$ cat config.mk
export PLATFORM = sky130hd
export DESIGN_NAME = dmab_ctrl
export DESIGN_NICKNAME = d
export VERILOG_FILES = /design/src/rtl/dmab_pkg.sv /design/src/rtl/dmab_rst_sync.sv /design/src/rtl/dmab_next.sv /design/src/rtl/dmab_flags.sv /design/src/rtl/dmab_ctrl.sv
export SDC_FILE = /design/constraint.sdc
export NUM_CORES = 1
export LEC_CHECK = 0
export BUFFER_PORTS_ARGS = -buffer_cell sky130_fd_sc_hd__buf_2
export CORE_UTILIZATION = 25
export CTS_BUF_LIST = sky130_fd_sc_hd__clkbuf_4 sky130_fd_sc_hd__clkbuf_8 sky130_fd_sc_hd__clkbuf_16
export DETAILED_ROUTE_END_ITERATION = 16
export PLACE_DENSITY = 0.41
export SLEW_MARGIN = 15
export SYNTH_ARGS = -nofsm -noshare
export SYNTH_HDL_FRONTEND = slang
export SYNTH_SLANG_ARGS = --single-unit
$ cat constraint.sdc
create_clock -name clk_i -period 1.7 [get_ports clk_i]
set_input_delay 0.255 -clock clk_i [delete_from_list [all_inputs] [get_ports clk_i]]
set_output_delay 0.255 -clock clk_i [all_outputs]
set_load 0.02 [all_outputs]
$ cat src/rtl/dmab_pkg.sv
package dmab_pkg;
  localparam int ST_W = 2;

  typedef enum logic [ST_W-1:0] {
    ST_PARK  = 2'd0,
    ST_WAIT  = 2'd1,
    ST_RUN   = 2'd2,
    ST_QUEUE = 2'd3
  } dmab_state_e;

  typedef struct packed {
    logic irq_set;
    logic irq_clr;
    logic sel_tgl;
    logic err_set;
    logic err_clr;
    logic hard_clr;
  } dmab_evt_t;
endpackage

$ cat src/rtl/dmab_rst_sync.sv
module dmab_rst_sync #(
  parameter int STAGES = 2
) (
  input  logic clk_i,
  input  logic rst_ni,
  output logic rst_no
);
  logic [STAGES-1:0] chain_q;

  always_ff @(posedge clk_i or negedge rst_ni) begin
    if (!rst_ni) chain_q <= '0;
    else         chain_q <= {chain_q[STAGES-2:0], 1'b1};
  end

  assign rst_no = chain_q[STAGES-1];
endmodule

$ cat src/rtl/dmab_next.sv
module dmab_next
  import dmab_pkg::*;
(
  input  dmab_state_e cur_i,
  input  logic        en_i,
  input  logic        dis_i,
  input  logic        base_wr_i,
  input  logic        buf_end_i,
  input  logic        fault_i,
  output dmab_state_e nxt_o,
  output dmab_evt_t   evt_o
);
  always_comb begin
    nxt_o = cur_i;
    evt_o = '0;
    if (dis_i) begin
      nxt_o          = ST_PARK;
      evt_o.hard_clr = 1'b1;
    end else if (cur_i == ST_PARK) begin
      if (en_i) begin
        nxt_o         = ST_WAIT;
        evt_o.err_clr = 1'b1;
      end
    end else if (fault_i) begin
      nxt_o         = ST_WAIT;
      evt_o.err_set = 1'b1;
      evt_o.irq_set = 1'b1;
    end else begin
      unique case (cur_i)
        ST_WAIT: begin
          if (base_wr_i) begin
            nxt_o         = ST_RUN;
            evt_o.irq_clr = 1'b1;
          end
        end
        ST_RUN: begin
          if (buf_end_i) begin
            evt_o.sel_tgl = 1'b1;
            if (base_wr_i) begin
              evt_o.irq_clr = 1'b1;
            end else begin
              nxt_o         = ST_WAIT;
              evt_o.irq_set = 1'b1;
            end
          end else if (base_wr_i) begin
            nxt_o         = ST_QUEUE;
            evt_o.irq_clr = 1'b1;
          end
        end
        ST_QUEUE: begin
          if (buf_end_i) begin
            evt_o.sel_tgl = 1'b1;
            if (base_wr_i) begin
              evt_o.irq_clr = 1'b1;
            end else begin
              nxt_o         = ST_RUN;
              evt_o.irq_set = 1'b1;
            end
          end
        end
        default: nxt_o = cur_i;
      endcase
    end
  end
endmodule

$ cat src/rtl/dmab_flags.sv
module dmab_flags
  import dmab_pkg::*;
(
  input  logic      clk_i,
  input  logic      rst_ni,
  input  dmab_evt_t evt_i,
  output logic      irq_o,
  output logic      err_o,
  output logic      sel_o
);
  logic irq_q, err_q, sel_q;
  logic irq_en, err_en, sel_en;
  logic irq_d, err_d, sel_d;

  always_comb begin
    irq_en = evt_i.hard_clr | evt_i.irq_set | evt_i.irq_clr;
    irq_d  = evt_i.irq_set & ~evt_i.hard_clr;
    err_en = evt_i.err_set | evt_i.err_clr;
    err_d  = evt_i.err_set;
    sel_en = evt_i.hard_clr | evt_i.sel_tgl;
    sel_d  = ~sel_q & ~evt_i.hard_clr;
  end

  always_ff @(posedge clk_i or negedge rst_ni) begin
    if (!rst_ni) begin
      irq_q <= 1'b0;
      err_q <= 1'b0;
      sel_q <= 1'b0;
    end else begin
      if (irq_en) irq_q <= irq_d;
      if (err_en) err_q <= err_d;
      if (sel_en) sel_q <= sel_d;
    end
  end

  assign irq_o = irq_q;
  assign err_o = err_q;
  assign sel_o = sel_q;
endmodule

$ cat src/rtl/dmab_ctrl.sv
module dmab_ctrl
  import dmab_pkg::*;
#(
  parameter int SYNC_STAGES = 2
) (
  input  logic            clk_i,
  input  logic            rst_ni,
  input  logic            en_i,
  input  logic            dis_i,
  input  logic            base_wr_i,
  input  logic            buf_end_i,
  input  logic            err_i,
  input  logic            abort_i,
  output logic [ST_W-1:0] state_o,
  output logic            xfer_active_o,
  output logic            buf_sel_o,
  output logic            irq_o,
  output logic            err_o
);
  logic        rst_q_n;
  dmab_state_e state_q, state_d;
  dmab_evt_t   evt;

  dmab_rst_sync #(.STAGES(SYNC_STAGES)) u_rst (
    .clk_i  (clk_i),
    .rst_ni (rst_ni),
    .rst_no (rst_q_n)
  );

  dmab_next u_next (
    .cur_i     (state_q),
    .en_i      (en_i),
    .dis_i     (dis_i),
    .base_wr_i (base_wr_i),
    .buf_end_i (buf_end_i),
    .fault_i   (err_i | abort_i),
    .nxt_o     (state_d),
    .evt_o     (evt)
  );

  always_ff @(posedge clk_i or negedge rst_q_n) begin
    if (!rst_q_n) state_q <= ST_PARK;
    else          state_q <= state_d;
  end

  dmab_flags u_flags (
    .clk_i  (clk_i),
    .rst_ni (rst_q_n),
    .evt_i  (evt),
    .irq_o  (irq_o),
    .err_o  (err_o),
    .sel_o  (buf_sel_o)
  );

  assign state_o       = state_q;
  assign xfer_active_o = (state_q == ST_RUN) || (state_q == ST_QUEUE);
endmodule

==> results.cfg <==
[floorplanning]
rows = 15
initial_core_util_pct = 27.5
die_w_um = 46.3
dieHeight_um = 46.3
placeableCoreArea_sq_um = 1780
boundaryPins = 14
dieArea_sq_um = 2140

[pwr]
power.density_cell_area_nw_per_um2 = 710
report.power.total_mw = 0.551
static_power_due_to_leakage_nw = 0.373
worst_ir_drop_vdd_uv = 505

[critical_path]
cpPeakStageDelay_ns = 0.46
critPathSlowestCell = dfrtp_2
worstSetupEndpointType = output port
worst_ep_arrival_time_ns = 1.40
cp_num_buf_inv = 2
critical_path.top_delay_family = flip-flops
critical_path.cell_chain = ha_4 -> buf_4 -> or2_4 -> buf_6
crit_path_start_kind = flop
worst_ep_required_time_ns = 1.44
crit_path_max_fanout = 5
crit_type = flop to output port

[global_routing]
gr-total-overflow = 0
globalRouteTotalUtil_pct = 12.7
antenna_found_initial = 0
grt_start_max_net_pins = 9
first_pass_grt_wire_length_um = 1840
vias_in_the_first_global_route = 428

[synthesis]
synthesis.yosys.warnings = 0
ranking_of_synthesized_cells_by_instance_count = dfrtp_1, ha_1, inv_1
post-synth-top-area-cell = dfrtp_1
yosysTopAreaCellShare_pct = 35.7
syn-mean-instance-area_sq_um = 9.25
synth_cells = 53
dominantRegCellSynth = dfrtp_1
seq_area_frac_synth_pct = 35.7
synth.cell_area_sq_um = 490
synth-async-reset-ratio_pct = 100
synth.net_count = 68
postSynthRegisterBits = 7
yosys-top-cells-area = dfrtp_1, ha_1, a21oi_1
synth_cell_types = 27
number_of_enable_type_register_cells_in_the_synthesized_netlist = 0

[clock_network]
tritoncts.num_buffers = 3
cts_sinks = 7
cts_tree = done
cts-root-to-sink-buffers = 2
clk_transition_reported_paths_ns = 0.06
clkLatencyLatePin_ns = 0.26
cts.root.buffer_cell = clkbuf_4
htree_num_levels = 1

[routing]
wl_per_cell_um = 11.7
detailroute.wirelength.met3_um = 37
top_layer_used = met4
detailroute.via_count = 462
wl_met1_um = 576
first_pass_iters = 4
postRouteWirelength_um = 1230
detail_route.vias_per_cell = 4.40
post_drt_antenna_nets = 0
drc = 0
met2_wirelength_um = 602
detailedRoute.firstIterationViolations = 2

[timing]
final.setup.tns_ns = 0
finalMaxSlewViolations = 0
setup_viol = 0
finalCriticalPeriod_ns = 1.66
finalCritPeriodShare_pct = 97.4
worst_clock_skew_ns = 0.0110
worst_hold_slack_ns = 0.0616
max_freq_mhz = 604
final-hold-violation-count = 0
unrepaired_setup_endpoints_after_global_routing = true
fin_ws_ns = 0.0434

[final_layout]
num-nets-final = 96
area_delta_synth_final_pct = 58.2
antenna-diode-count = 0
layout-drive-gt1-share_pct = 50.0
filler_cell_count = 183

[placed_design]
dp_worst_setup_slack_ns = 0.0227
hpwl_after_detailed_placement_um = 871
finalWeightedCongestion = 0.805
io_buffer_count = 13

[outcome]
status = finished, final reports clean

[job]
drv_cap = 0

[hold_path]
hold_class = flop to async pin
==> layout by cell type (no fill, tap or decap), types with 2 or more instances in the layout <==
master / count
a21oi_1: 5
buf_4: 8
clkbuf_4: 4
nor2_1: 5
nand3_1: 2
ha_4: 3
inv_1: 4
buf_2: 12
dfrtp_1: 5
ha_1: 4
buf_6: 2
dfrtp_2: 2
==> through the flow <==
step / util, % / cell area, sq um / std cells
floorplan: - / 495 / 53
global placement: 36.1 / 644 / 98
detailed placement: 36.1 / 644 / 98
CTS: 40.4 / 721 / 105
global route: 43.5 / 776 / 105
finish: 43.5 / 776 / 105
==> repair_timing <==
action                                  4_1_cts  5_1_grt
gates cloned                                  0        0
setup buffers                                 2        0
endpoints found under the setup margin        2        3
endpoints found under the hold margin         2        0
resized for setup                             5       10
pin swaps                                     0        2
hold buffers                                  1        0
==> flip-flops by register name, summed over array words and instances (netlist names) <==
name and cells:
u_flags.irq_o 1, u_flags.err_o 1, u_flags.sel_o 1, state_o 2
u_rst.chain_q 2
==> logic make-up after synthesis <==
family	share of synthesized area [%]
AO/OA/AOI/OAI	21.7
XOR/XNOR	1.79
adder cells (fa/ha/maj)	17.9
buffers and inverters	4.59
flip-flops	35.7
other	0.765
AND/OR/NAND/NOR	17.6
==> per-layer routing <==
| metal | GRT usage [%] | vias up |
|---|---|---|
| li1 | - | 246 |
| met1 | 16.1 | 205 |
| met2 | 19.7 | 9 |
| met3 | 4.71 | 2 |
| met4 | 4.71 | 0 |
| met5 | 0 | - |
==> area by class of cell <==
| class | instances | area, sq um | area share (%) |
|---|---|---|---|
| tap | 25 | 31.3 | 4.03 |
| sequential | 7 | 178 | 22.9 |
| multi-input combinational | 40 | 359 | 46.3 |
| inverter | 6 | 25.0 | 3.23 |
| clock buffer | 4 | 30.0 | 3.87 |
| timing repair buffer | 23 | 153 | 19.7 |
==> where the power goes <==
| part | switching (mW) | leakage [nW] | total [mW] | internal (mW) |
|---|---|---|---|---|
| logic | 0.0948 | 0.268 | 0.186 | 0.0908 |
| registers | 0.0131 | 0.0865 | 0.195 | 0.182 |
| clock network | 0.0641 | 0.0184 | 0.170 | 0.106 |
| total | 0.172 | 0.373 | 0.551 | 0.378 |
==> worst register-to-register path: stages, from the launching register on <==
cell and delay [ns]:
dfrtp_2 0.44, inv_2 0.09, ha_4 0.19, nor3b_2 0.20
o22ai_2 0.12, and2_4 0.17, o311a_1 0.32
==> path summary, 6_finish.rpt <==
kind	startpoint	to	slack (ns)	cells past startpoint
max	state_o[1]	xfer_active_o	0.04	4
min	u_rst.chain_q[1]	state_o[0]	0.06	0
max reg2reg	state_o[1]	state_o[0]	0.07	6
min reg2reg	u_rst.chain_q[1]	state_o[0]	0.06	0
max in group asynchronous	rst_ni	u_rst.chain_q[0]	1.29	2
min in group clk_i	dis_i	u_flags.irq_o	0.26	2
Power figures use the tool's default switching activity.
